**config.mk**
```make
export PLATFORM = sky130hd
export DESIGN_NAME = optl_top
export DESIGN_NICKNAME = d
export VERILOG_FILES = /design/src/rtl/optl_pkg.sv /design/src/rtl/optl_dp.sv /design/src/rtl/optl_ctrl.sv /design/src/rtl/optl_top.sv
export SDC_FILE = /design/constraint.sdc
export NUM_CORES = 1
export LEC_CHECK = 0
export ABC_AREA = 1
export BUFFER_PORTS_ARGS = -buffer_cell sky130_fd_sc_hd__buf_2
export CORE_UTILIZATION = 51
export CTS_CLUSTER_DIAMETER = 40
export DETAILED_ROUTE_END_ITERATION = 16
export GPL_TIMING_DRIVEN = 0
export PLACE_DENSITY = 0.78
export SYNTH_ARGS = -nofsm -noshare
export SYNTH_HDL_FRONTEND = slang
export SYNTH_SLANG_ARGS = --single-unit
```
**constraint.sdc**
```tcl
create_clock -name clk -period 2.88 [get_ports clk]
set_input_delay 0.144 -clock clk [delete_from_list [all_inputs] [get_ports clk]]
set_output_delay 0.144 -clock clk [all_outputs]
set_load 0.02 [all_outputs]
```
**src/rtl/optl_pkg.sv**
```systemverilog
package optl_pkg;
  localparam int BYTE_W    = 8;
  localparam int NUM_USER  = 4;                 // rdp, cfg, data0, data1
  localparam int NUM_WRP   = 4;
  localparam int NUM_PAIRS = NUM_USER + NUM_WRP;
  localparam int IDX_W     = $clog2(NUM_PAIRS);
  localparam int WRP_W     = NUM_WRP * BYTE_W;

  localparam logic [BYTE_W-1:0] ERASED_BYTE = 8'hFF;
  localparam logic [BYTE_W-1:0] RDP_OPEN    = 8'hAA;
  localparam logic [BYTE_W-1:0] RDP_LOCKED  = 8'hCC;

  localparam logic [1:0] LVL_0 = 2'b00;
  localparam logic [1:0] LVL_1 = 2'b01;
  localparam logic [1:0] LVL_2 = 2'b11;

  typedef struct packed {
    logic             clr;   // restart: registers to erased, error cleared
    logic             load;  // capture the pair at idx this cycle
    logic [IDX_W-1:0] idx;
  } strobe_t;
endpackage

```
**src/rtl/optl_dp.sv**
```systemverilog
module optl_dp
  import optl_pkg::*;
(
  input  logic              clk,
  input  logic              rstN,
  input  strobe_t           strb,
  input  logic [2*BYTE_W-1:0] nvData,
  input  logic              dbgMode,
  input  logic              accRead,
  input  logic              accProg,
  input  logic              accErase,
  output logic [1:0]        rdpLevel,
  output logic              optErr,
  output logic [BYTE_W-1:0] userCfg,
  output logic [BYTE_W-1:0] userData0,
  output logic [BYTE_W-1:0] userData1,
  output logic [WRP_W-1:0]  wrProt,
  output logic              busErr,
  output logic              pgErrSet
);
  logic [BYTE_W-1:0] optReg [NUM_PAIRS];
  logic [BYTE_W-1:0] rawByte, rawComp;
  logic              pairBad;

  assign rawByte = nvData[BYTE_W-1:0];
  assign rawComp = nvData[2*BYTE_W-1:BYTE_W];
  assign pairBad = (rawComp != ~rawByte);

  always_ff @(posedge clk or negedge rstN) begin
    if (!rstN) begin
      for (int i = 0; i < NUM_PAIRS; i++) optReg[i] <= ERASED_BYTE;
      optErr <= 1'b0;
    end else if (strb.clr) begin
      for (int i = 0; i < NUM_PAIRS; i++) optReg[i] <= ERASED_BYTE;
      optErr <= 1'b0;
    end else if (strb.load) begin
      optReg[strb.idx] <= pairBad ? ERASED_BYTE : rawByte;
      if (pairBad) optErr <= 1'b1;
    end
  end

  // level decode: a mismatched pair already reads as erased, i.e. level 1
  always_comb begin
    unique case (optReg[0])
      RDP_OPEN:   rdpLevel = LVL_0;
      RDP_LOCKED: rdpLevel = LVL_2;
      default:    rdpLevel = LVL_1;
    endcase
  end

  assign userCfg   = optReg[1];
  assign userData0 = optReg[2];
  assign userData1 = optReg[3];

  for (genvar w = 0; w < NUM_WRP; w++) begin : g_wrp
    assign wrProt[w*BYTE_W +: BYTE_W] = optReg[NUM_USER + w];
  end

  logic guarded;
  assign guarded  = dbgMode && (rdpLevel != LVL_0);
  assign busErr   = guarded && accRead;
  assign pgErrSet = guarded && (accProg || accErase);

  p_level_code_r3: assert property (@(posedge clk) disable iff (!rstN)
    rdpLevel != 2'b10);
  p_bad_pair_r4: assert property (@(posedge clk) disable iff (!rstN)
    (strb.load && !strb.clr && pairBad) |=> optErr);
  p_bus_err_level_r6: assert property (@(posedge clk) disable iff (!rstN)
    (busErr || pgErrSet) |-> (rdpLevel != LVL_0));
endmodule

```
**src/rtl/optl_ctrl.sv**
```systemverilog
module optl_ctrl
  import optl_pkg::*;
(
  input  logic              clk,
  input  logic              rstN,
  input  logic              reloadReq,
  input  logic [1:0]        rdpLevel,
  input  logic              optProgReq,
  input  logic [IDX_W-1:0]  optByteIdx,
  input  logic [BYTE_W-1:0] optProgData,
  input  logic              optEraseReq,
  output strobe_t           strb,
  output logic              notReady,
  output logic              sysResetReq,
  output logic              optGrant,
  output logic              wrpErrSet,
  output logic              massEraseReq,
  output logic              bkpResetReq
);
  typedef enum logic [1:0] {ST_LOAD, ST_READY, ST_WIPE} state_t;

  localparam logic [IDX_W-1:0] LAST_IDX = IDX_W'(NUM_PAIRS - 1);

  state_t           state;
  logic [IDX_W-1:0] idx;
  logic             rdpTarget;

  assign rdpTarget = (optByteIdx == '0);
  assign notReady  = (state == ST_LOAD);

  assign strb.load = (state == ST_LOAD);
  assign strb.clr  = (state == ST_READY) && reloadReq;
  assign strb.idx  = idx;

  always_ff @(posedge clk or negedge rstN) begin
    if (!rstN) begin
      state        <= ST_LOAD;
      idx          <= '0;
      sysResetReq  <= 1'b0;
      optGrant     <= 1'b0;
      wrpErrSet    <= 1'b0;
      massEraseReq <= 1'b0;
      bkpResetReq  <= 1'b0;
    end else begin
      sysResetReq  <= 1'b0;
      optGrant     <= 1'b0;
      wrpErrSet    <= 1'b0;
      massEraseReq <= 1'b0;
      bkpResetReq  <= 1'b0;
      unique case (state)
        ST_LOAD: begin
          if (idx == LAST_IDX) begin
            state <= ST_READY;
            idx   <= '0;
          end else begin
            idx <= idx + 1'b1;
          end
        end
        ST_READY: begin
          if (reloadReq) begin
            sysResetReq <= 1'b1;
            state       <= ST_LOAD;
            idx         <= '0;
          end else if (optProgReq) begin
            if (rdpTarget && rdpLevel == LVL_2) begin
              wrpErrSet <= 1'b1;
            end else if (rdpTarget && rdpLevel == LVL_1 && optProgData == RDP_OPEN) begin
              massEraseReq <= 1'b1;
              bkpResetReq  <= 1'b1;
              state        <= ST_WIPE;
            end else begin
              optGrant <= 1'b1;
            end
          end else if (optEraseReq) begin
            if (rdpLevel == LVL_2) wrpErrSet <= 1'b1;
            else                   optGrant  <= 1'b1;
          end
        end
        ST_WIPE: begin
          optGrant <= 1'b1;
          state    <= ST_READY;
        end
        default: state <= ST_LOAD;
      endcase
    end
  end

  p_reload_pulse_r5: assert property (@(posedge clk) disable iff (!rstN)
    sysResetReq |-> notReady);
  p_wipe_then_grant_r7: assert property (@(posedge clk) disable iff (!rstN)
    massEraseReq |=> optGrant);
  p_wipe_pair_r7: assert property (@(posedge clk) disable iff (!rstN)
    massEraseReq |-> bkpResetReq);
  p_refuse_excl_r8: assert property (@(posedge clk) disable iff (!rstN)
    wrpErrSet |-> (!optGrant && !massEraseReq));
  p_grant_ready_r9: assert property (@(posedge clk) disable iff (!rstN)
    optGrant |-> !notReady);
endmodule

```
**src/rtl/optl_top.sv**
```systemverilog
module optl_top
  import optl_pkg::*;
(
  input  logic        clk,
  input  logic        rstN,
  output logic [2:0]  nvAddr,
  input  logic [15:0] nvData,
  input  logic        reloadReq,
  output logic        notReady,
  output logic        sysResetReq,
  output logic [1:0]  rdpLevel,
  output logic        optErr,
  output logic [7:0]  userCfg,
  output logic [7:0]  userData0,
  output logic [7:0]  userData1,
  output logic [31:0] wrProt,
  input  logic        dbgMode,
  input  logic        accRead,
  input  logic        accProg,
  input  logic        accErase,
  output logic        busErr,
  output logic        pgErrSet,
  input  logic        optProgReq,
  input  logic [2:0]  optByteIdx,
  input  logic [7:0]  optProgData,
  input  logic        optEraseReq,
  output logic        optGrant,
  output logic        wrpErrSet,
  output logic        massEraseReq,
  output logic        bkpResetReq
);
  strobe_t strb;

  assign nvAddr = strb.idx;

  optl_ctrl i_ctrl (
    .clk(clk), .rstN(rstN), .reloadReq(reloadReq), .rdpLevel(rdpLevel),
    .optProgReq(optProgReq), .optByteIdx(optByteIdx), .optProgData(optProgData),
    .optEraseReq(optEraseReq), .strb(strb), .notReady(notReady),
    .sysResetReq(sysResetReq), .optGrant(optGrant), .wrpErrSet(wrpErrSet),
    .massEraseReq(massEraseReq), .bkpResetReq(bkpResetReq)
  );

  optl_dp i_dp (
    .clk(clk), .rstN(rstN), .strb(strb), .nvData(nvData), .dbgMode(dbgMode),
    .accRead(accRead), .accProg(accProg), .accErase(accErase),
    .rdpLevel(rdpLevel), .optErr(optErr), .userCfg(userCfg),
    .userData0(userData0), .userData1(userData1), .wrProt(wrProt),
    .busErr(busErr), .pgErrSet(pgErrSet)
  );
endmodule

```
==> summary.txt, run 1 <==
Outcome
  • Run status: completed

Global route
  • Largest net degree at the start of global routing: 75
  • Gr usage total: 0.220
  • Gr ovfl total: 0
  • Vias in the first global route: 2990
  • Top Usage Layer GRT: met2
  • Grt met3 use: 0.0463
  • Met2 usage: 0.357
  • First-pass GRT wire length: 14200 µm
  • Met1 Track Usage GR: 0.295
  • Initial antenna violation count: 0

Clocking
  • TritonCTS clock tree: built
  • Post-CTS setup buffers: 0
  • # hold bufs at CTS: 1
  • Clk root buf: clkbuf_8
  • Worst-Skew Late Latency: 0.35 ns
  • Post-CTS sizing: 0
  • Reg clk slew, reported paths: 0.08 ns
  • Clock Tree Buf Depth: 2
  • H-Tree Depth: 3
  • CTS buffer count: 9
  • # clock sinks: 74

Worst setup path
  • Required @ worst endpoint: 3.12 ns
  • R2R depth: 6
  • FF-to-FF Start: i_ctrl.state[0]
  • R2R Path End: i_dp.wrProt[29]
  • Crit start category: flop
  • Worst-path fanout max: 10
  • Critical path capture point type: flop
  • Worst-case register-to-register setup slack: 0.91 ns
  • Crit Path Class: flop to flop
  • CP arrival: 2.21 ns

Worst hold path
  • Worst hold path type: input pin to flop
  • Worst Hold Path Cells: 3
  • Min-Delay Endpoint: i_ctrl.wrpErrSet
  • Hold Crit Start: optEraseReq

Floorplanning
  • Initial Utilization: 0.523
  • DIE AREA: 8240 µm²
  • Core area: 7690 µm²
  • Io pins: 106
  • Die Span Y: 90.8 µm
  • Die Wd: 90.8 µm
  • Site Rows: 32

Pwr
  • Leakage: 2.63 nW
  • Comb pwr share: 0.284
  • Power share of the clock group: 0.318
  • Sequential share of power: 0.398
  • Switching power of the nets: 1.00 mW
  • VDD IR-drop max: 404 µV
  • Int Power: 1.83 mW
  • P per Cell Area: 576 nW/µm²
  • Switching share of power: 0.354

Timing
  • Fmax: 507 MHz
  • Setup TNS: 0 ns
  • Slew HR: 0.399
  • Final Hold Fails: 0
  • Final Setup Violations: 0
  • Fin. max-slew vios: 0
  • Final min period: 1.97 ns
  • Final worst path period share: 0.684
  • Slew @ Worst Pin: 0.901 ns
  • Worst Skew: 0.00945 ns
  • RSZ-0062 raised after global routing: false

Routing
  • Routed WL: 8670 µm
  • WL per Instance: 13.4 µm
  • Vias post-DR: 3194
  • Drt via density: 4.95
  • Final ANT Viol Nets: 0
  • DR pass1 iterations: 4
  • DRT iter0 DRCs: 173
  • Drt drc: 0

Yosys
  • Post-Syn Nets: 463
  • Yosys reg bits: 74
  • Mapped cell area: 4020 µm²
  • Post-synth top cells: inv_1, a22oi_1, dfstp_2, buf_4, nand2_1
  • Cell with the most instances after synthesis: inv_1
  • Synthesis Warnings: 0
  • Post-synth top area share: 0.418
  • Mean Syn Cell Area: 9.55 µm²
  • Register area share after synthesis: 0.481
  • Most used DFF post-synth: dfstp_2
  • Post-synth EDFFs: 0
  • Synth area leaders: dfstp_2, a22oi_1, buf_4
  • Synth Instances: 421
  • Synth cell types: 29
  • Cell taking the most area after synthesis: dfstp_2
  • Asr flop ratio synth: 1.00

Layout
  • Share of cells above drive strength 1: 0.506
  • Fillcell total: 648
  • Final Util: 0.639
  • P&R area growth vs syn: 22.2%
  • Final net count: 580
  • N_diodes: 0

Place
  • Port buffer count: 105
  • Placer Congestion: 0.800
  • HPWL Detailed: 6160 µm

Job
  • Number of max-cap violations: 0
## layer usage
layer,part of all wire,up-vias
met3,0.061,14
met2,0.48,122
met5,0,-
li1,-,1539
met1,0.44,1519
met4,0.016,0
## flip-flops by register name (all words and copies together) (netlist names)
register and cells:
i_ctrl.optGrant 1, i_dp.userData0 8, i_ctrl.idx 3, i_ctrl.state 2, i_dp.userData1 8, i_dp.optReg 8
i_dp.optErr 1, i_ctrl.sysResetReq 1, i_dp.userCfg 8, i_ctrl.massEraseReq 1, i_ctrl.wrpErrSet 1, i_dp.wrProt 32
## per-stage QoR
| stage | total power, mW | setup WS, ns | cells | hold WS, ns | cell area, µm² |
|---|---|---|---|---|---|
| after floorplan | 1.71 | 1.15 | 421 | -0.152 | 4020 |
| after global placement | 1.91 | 1.06 | 628 | 0.404 | 4670 |
| after detailed placement | 1.93 | 0.965 | 628 | 0.321 | 4680 |
| after CTS | 2.84 | 0.888 | 645 | 0.0545 | 4910 |
| after global routing | 2.98 | 0.751 | 645 | 0.0633 | 4910 |
| final | 2.83 | 0.909 | 645 | 0.0609 | 4910 |
## kinds of logic (layout without fill, tap and decap cells)
family                     Yosys count  in the layout  synth area share
AOI/OAI and AO/OA                   82             82             0.152
xor gates and xnor gates             8              8            0.0174
adders and majority gates            6              6            0.0187
buffers and inverters              154            276             0.204
DFF                                 74             74             0.481
and+or+nand+nor                     97             97             0.127
## power by group through the flow
stage	sequential (mW)	combinational, mW	clock [mW]
5_1_grt	1.13	0.887	0.959
4_1_cts	1.12	0.799	0.915
6_report	1.13	0.803	0.900
2_1_floorplan	1.15	0.569	0
3_5_place_dp	1.14	0.795	0
3_3_place_gp	1.14	0.773	0
## critical path: stages, from the launching register on
cell and delay [ns]:
dfrtp_1 0.41, inv_1 0.09, ha_1 0.23, buf_4 0.17, buf_2 0.19, a21oi_1 0.57, a22oi_1 0.22
## cell usage in the layout, fill, tap and decap left out, types with 5 or more instances in the layout
| cell type | count |
|---|---|
| nand2_1 | 37 |
| clkbuf_8 | 10 |
| nor2_2 | 9 |
| xor2_1 | 8 |
| dfstp_2 | 64 |
| buf_2 | 105 |
| buf_4 | 64 |
| a22oi_1 | 64 |
| inv_1 | 87 |
| nand3_1 | 12 |
| dfrtp_1 | 10 |
| nor2_1 | 26 |
| ha_1 | 6 |
| a21oi_1 | 5 |
## how the worst max path moves through the flow
stage,from,end,slack (ns)
floorplan,i_ctrl.state[0],i_dp.userData1[0],1.15
global placement,i_ctrl.state[0],i_dp.wrProt[27],1.06
detailed placement,i_ctrl.state[0],i_dp.wrProt[25],0.96
CTS,i_ctrl.state[0],i_dp.wrProt[29],0.89
global route,i_ctrl.state[0],i_dp.wrProt[29],0.75
finish,i_ctrl.state[0],i_dp.wrProt[29],0.91
## final cells by class
cell class	count	area [µm²]	share of cell area
repair buffers	106	538	0.109
well taps	102	128	0.0260
flip-flops and latches	74	1930	0.393
clock inverters	6	90.1	0.0183
inverters	90	342	0.0695
multi-input cells	193	1270	0.258
clock buffers	10	138	0.0280
plain buffers	64	478	0.0973
(Power assumes the default switching activity.)
==> run 2: changes to the inputs <==
- ABC_AREA: 1 -> 0
- CORE_UTILIZATION: 51 -> 47
- PLACE_DENSITY: 0.78 -> 0.77
- clock period: 2.88 -> 1.6 ns (I/O delays scaled with it)
==> summary.txt, run 2 <==
Pwr
  • Power share of the clock group: 0.276
  • P per Cell Area: 1090 nW/µm²
  • Switching power of the nets: 1.90 mW
  • Leakage: 2.30 nW
  • Int Power: 3.60 mW
  • Switching share of power: 0.346
  • VDD IR-drop max: 602 µV
  • Sequential share of power: 0.376
  • Comb pwr share: 0.348

Worst setup path
  • Crit path from: i_dp.optReg[63]
  • Worst-path fanout max: 3
  • Crit start category: flop
  • Peak per-stage delay on the critical path: 0.54 ns
  • Cells along the critical path: nor4bb_4, nand2_2, and3_4, buf_6
  • Required @ worst endpoint: 1.52 ns
  • R2R Path End: i_ctrl.state[0]
  • FF-to-FF Start: i_dp.optReg[63]
  • Worst-case register-to-register setup slack: -0.09 ns
  • Crit Path Class: flop to output port
  • Critical path capture point type: output port
  • CP max-delay cell: dfstp_2
  • CP arrival: 1.63 ns
  • R2R depth: 6

Timing
  • Slew HR: 0.397
  • Final Hold Fails: 0
  • Final min period: 1.71 ns
  • RSZ-0062 raised after global routing: true
  • Fmax: 584 MHz
  • Fin. max-slew vios: 0
  • Final Setup Violations: 5
  • Slew @ Worst Pin: 0.905 ns
  • Setup ws final: -0.112 ns
  • Setup TNS: -0.436 ns
  • Final worst path period share: 1.07
  • Worst Skew: 0.00864 ns

Clocking
  • TritonCTS clock tree: built
  • Clock Tree Buf Depth: 2
  • Worst-Skew Late Latency: 0.34 ns
  • Reg clk slew, reported paths: 0.08 ns
  • # clock sinks: 74
  • H-Tree Depth: 3
  • CTS buffer count: 9
  • Clk root buf: clkbuf_8

Yosys
  • Asr flop ratio synth: 1.00
  • Post-synth top area share: 0.471
  • Mean Syn Cell Area: 9.88 µm²
  • Yosys reg bits: 74
  • Synth area leaders: dfstp_2, buf_4, a21oi_1
  • Post-Syn Nets: 403
  • Register area share after synthesis: 0.541
  • Cell with the most instances after synthesis: nor2_1
  • Most used DFF post-synth: dfstp_2
  • Mapped cell area: 3570 µm²
  • Cell taking the most area after synthesis: dfstp_2
  • Synth Instances: 361
  • Post-synth top cells: nor2_1, a21oi_1, dfstp_2, buf_4, dfrtp_1
  • Synthesis Warnings: 0
  • Synth cell types: 34
  • Post-synth EDFFs: 0

Floorplanning
  • Die Wd: 89.1 µm
  • DIE AREA: 7950 µm²
  • Die Span Y: 89.1 µm
  • Initial Utilization: 0.489
  • Site Rows: 31
  • Core area: 7290 µm²
  • Io pins: 106

Global route
  • First-pass GRT wire length: 13200 µm
  • Gr usage total: 0.225
  • Grt met3 use: 0.0332
  • Top Usage Layer GRT: met2
  • Initial antenna violation count: 0
  • Vias in the first global route: 2790
  • Met1 Track Usage GR: 0.294
  • Largest net degree at the start of global routing: 75
  • Met2 usage: 0.382
  • Gr ovfl total: 0

Layout
  • Commonest cells after routing, fill and taps aside: buf_2, buf_4, nor2_1
  • Final Util: 0.692
  • Fillcell total: 576
  • N_diodes: 0
  • Share of cells above drive strength 1: 0.633
  • Commonest non-fill, non-tap cell in the layout: buf_2
  • Largest register FFs: 32
  • Register area: 1930 µm²
  • Fin area: 5040 µm²
  • Final net count: 541
  • P&R area growth vs syn: 41.4%
  • Multi-input logic area: 1490 µm²

Place
  • HPWL Detailed: 5670 µm
  • Dpl ws: -0.447 ns
  • DP Area: 4300 µm²
  • Port buffer count: 105
  • Placer Congestion: 0.757

Routing
  • Drt drc: 0
  • Drt via density: 4.91
  • Routed WL: 8690 µm
  • Vias post-DR: 2962
  • WL per Instance: 14.4 µm
  • DRT iter0 DRCs: 132
  • Final ANT Viol Nets: 0
  • DR pass1 iterations: 4

Worst hold path
  • Hold Crit Start: optProgData[2]
  • Worst hold path type: input pin to flop
  • Min-Delay Endpoint: i_ctrl.massEraseReq
  • Worst Hold Path Cells: 4

Outcome
  • Run status: finished, violations left
  • Failing checks: setup timing

Job
  • Number of max-cap violations: 0
==> run 2: changes by cell type after synthesis, moves of 5 or more <==
cell / previous run / this run
nand2b_1: 0 / 8
inv_1: 87 / 4
xnor2_1: 0 / 6
nor2_2: 9 / 0
nor4bb_1: 0 / 5
nor2_1: 26 / 82
nand2_1: 37 / 6
a21oi_1: 5 / 68
xor2_1: 8 / 2
o21ai_1: 0 / 6
nand3_1: 12 / 4
a22oi_1: 64 / 1
==> run 2: per-layer routing <==
metal | vias to the layer above | routed length [µm]
met5 | - | 0
met4 | 0 | 99
met3 | 9 | 479
met2 | 97 | 4470
met1 | 1423 | 3640
li1 | 1433 | -
==> run 2: kinds of logic (layout without fill, tap and decap cells) <==
| logic type | count (synthesis) | count (layout) | share of synthesized area |
|---|---|---|---|
| flops | 74 | 74 | 0.541 |
| mux | 1 | 1 | 0.00281 |
| xor+xnor | 8 | 8 | 0.0196 |
| simple gates | 118 | 118 | 0.150 |
| compound gates | 86 | 86 | 0.130 |
| buf+inv | 68 | 211 | 0.135 |
| fa+ha+maj | 6 | 6 | 0.0210 |
==> run 2: final cells by class <==
cell class / instances / area share
Buffer: 64 / 0.0980
Clock inverter: 3 / 0.00918
Sequential cell: 74 / 0.383
Multi-Input combinational cell: 219 / 0.296
Tap cell: 99 / 0.0246
Timing Repair Buffer: 127 / 0.153
Inverter: 4 / 0.00298
Clock buffer: 13 / 0.0335
==> run 2: worst max path at each step <==
stage               cells past startpoint                end  slack [ns]
global placement                        7  i_dp.userData1[7]       -0.33
CTS                                     4             busErr       -0.13
detailed placement                      7    i_dp.wrProt[11]       -0.45
finish                                  4             busErr       -0.11
floorplan                               7    i_dp.wrProt[10]       -0.03
global route                            6    i_ctrl.state[0]       -0.20
==> run 2: worst max-delay path, delay by kind of cell (launching register included) <==
family	cells	cell delay, ns
and+or+nand+nor	3	0.64
DFF	1	0.54
buffers and inverters	1	0.12
==> run 2: timing repair <==
item	in CTS	in global routing
setup endpoints to repair	71	72
pin swaps	12	14
resized for setup	41	39
hold buffers	2	0
hold endpoints to repair	11	0
buffers inserted	11	9
==> run 2: per-stage QoR <==
stage	hold slack, ns	power (mW)	cells
after floorplan	-0.216	3.00	361
after global placement	0.365	3.34	565
after detailed placement	0.254	3.37	565
after CTS	0.0820	5.28	594
after global routing	0.106	5.74	603
final	0.0926	5.50	603
==> run 2: power by group through the flow <==
stage,Sequential (mW),Combinational (mW),Clock [mW]
after floorplan,2.08,0.924,0
after global placement,2.06,1.28,0
after detailed placement,2.07,1.30,0
after CTS,2.05,1.69,1.54
after global routing,2.08,2.05,1.61
final,2.07,1.92,1.52
==> run 3: changes to the inputs <==
- BUFFER_PORTS_ARGS: -buffer_cell sky130_fd_sc_hd__buf_2 -> unset
- CORE_UTILIZATION: 47 -> 51
- DONT_BUFFER_PORTS: unset -> 1
- PLACE_DENSITY: 0.77 -> 0.69
==> summary.txt, run 3 (same netlist as run 2, synthesis figures left out) <==
Outcome
  • Run status: finished, violations left
  • Failing checks: hold timing, setup timing

Worst setup path
  • Required @ worst endpoint: 1.81 ns
  • Crit Path Class: flop to flop
  • CP arrival: 1.92 ns
  • Critical path capture point type: flop
  • R2R depth: 5
  • Worst-path fanout max: 3
  • Crit start category: flop

Timing
  • Slew HR: 0.637
  • Final Hold Fails: 74
  • Final worst path period share: 1.06
  • Final Setup Violations: 16
  • RSZ-0062 raised after global routing: true
  • Fin. max-slew vios: 0
  • Fin Hold WS: -0.565 ns
  • Setup TNS: -0.594 ns
  • Worst Skew: 0.00568 ns
  • Setup ws final: -0.104 ns
  • Final min period: 1.70 ns
  • Slew @ Worst Pin: 0.543 ns
  • Fmax: 587 MHz

Layout
  • Fin area: 4750 µm²
  • N_diodes: 0
  • Commonest non-fill, non-tap cell in the layout: buf_4
  • Commonest cells after routing, fill and taps aside: buf_4, dfstp_2, nor2_1
  • Final net count: 447
  • Share of cells above drive strength 1: 0.585
  • Largest register FFs: 32
  • P&R area growth vs syn: 33.2%
  • Non-Filler Instances: 506

Clocking
  • Reg clk slew, reported paths: 0.07 ns
  • TritonCTS clock tree: built
  • # clock sinks: 74
  • H-Tree Depth: 3
  • Clock Tree Buf Depth: 2
  • Clk root buf: clkbuf_8
  • CTS buffer count: 9
  • Worst-Skew Late Latency: 0.34 ns

Place
  • DP Area: 3770 µm²
  • HPWL Detailed: 5290 µm
  • Port buffer count: 0
  • Placer Congestion: 0.801
  • Placed Cells: 457

Worst hold path
  • Worst hold path type: input pin to asynchronous set/reset pin

Global route
  • Vias in the first global route: 2491
  • Largest net degree at the start of global routing: 75
  • Gr usage total: 0.232
  • First-pass GRT wire length: 12800 µm
  • Gr ovfl total: 0
  • Initial antenna violation count: 0

Floorplanning
  • DIE AREA: 7340 µm²
  • Site Rows: 30
  • Core area: 6790 µm²
  • Initial Utilization: 0.525
  • Io pins: 106
  • Die Wd: 85.6 µm
  • Die Span Y: 85.6 µm

Pwr
  • P per Cell Area: 1190 nW/µm²
  • VDD IR-drop max: 1170 µV
  • Leakage: 2.03 nW

Routing
  • DRT iter0 DRCs: 101
  • Drt via density: 5.33
  • WL per Instance: 17.3 µm
  • Drt drc: 0
  • Vias post-DR: 2699
  • Routed WL: 8760 µm
  • Final ANT Viol Nets: 0
  • DR pass1 iterations: 4

Job
  • Number of max-cap violations: 0
[run 3: cell types whose count changed in the layout (fill, tap and decap cells not counted), moves of 2 or more]
cell | previous run | this run
a21oi_1 | 59 | 43
a21oi_2 | 9 | 25
buf_2 | 100 | 1
buf_4 | 75 | 70
clkinv_2 | 0 | 2
dlygate4sd3_1 | 2 | 11
nor2_1 | 67 | 61
nor2_2 | 9 | 5
nor2_4 | 6 | 16
[run 3: what timing repair did]
action / CTS / global route
hold endpoints to repair: 78 / 113
hold buffers: 3 / 8
pin swaps: 15 / 34
resized for setup: 59 / 59
setup buffers: 11 / 11
setup endpoints to repair: 71 / 70
gates cloned: 0 / 0
[run 3: final timing paths]
| check | from | end | slack, ns |
|---|---|---|---|
| max | i_dp.optReg[62] | i_ctrl.state[1] | -0.10 |
| min | rstN | i_ctrl.state[0] | -0.57 |
| max reg2reg | i_dp.optReg[62] | i_ctrl.state[1] | -0.10 |
| min reg2reg | i_dp.wrProt[2] | i_dp.wrProt[2] | 0.50 |
| max in group asynchronous | rstN | i_dp.wrProt[16] | 1.96 |
| min in group clk | optByteIdx[2] | i_ctrl.wrpErrSet | 0.01 |
[run 3: layout make-up]
type	count	area [µm²]
inverters	4	17.5
well taps	96	120
repair buffers	33	347
multi-input cells	219	1640
fillers	487	2040
plain buffers	64	508
clock inverters	2	10.0
flip-flops and latches	74	1930
clock buffers	14	173
[run 3: through the flow]
| step | power, mW | setup WS, ns | hold slack (ns) | util |
|---|---|---|---|---|
| 2_1_floorplan | 3.00 | -0.0345 | -0.216 | - |
| 4_1_cts | 5.15 | -0.128 | -0.579 | 0.638 |
| 6_report | 5.63 | -0.104 | -0.565 | 0.699 |
| 3_3_place_gp | 3.22 | -0.389 | -0.212 | 0.555 |
| 5_1_grt | 5.87 | -0.196 | -0.593 | 0.699 |
| 3_5_place_dp | 3.23 | -0.410 | -0.212 | 0.555 |
[run 3: report_power, final]
part	total, mW	switching [mW]	internal (mW)
combinational	2.19	1.21	0.977
clock	1.34	0.651	0.687
sequential	2.10	0.149	1.95
total	5.63	2.01	3.62
[run 3: routing by layer]
layer	up-vias	global-route usage	wire length (µm)
li1	1250	-	-
met1	1342	0.304	3630
met2	96	0.375	4510
met3	11	0.0577	509
met4	0	0.0848	104
met5	-	0	0
[run 3: critical path, stage by stage, from the launching register on]
cell and delay (ns):
dfstp_2 0.58, nor4bb_4 0.42, o21ai_0 0.18, nand4_1 0.17
nand2b_1 0.16, a22oi_1 0.07
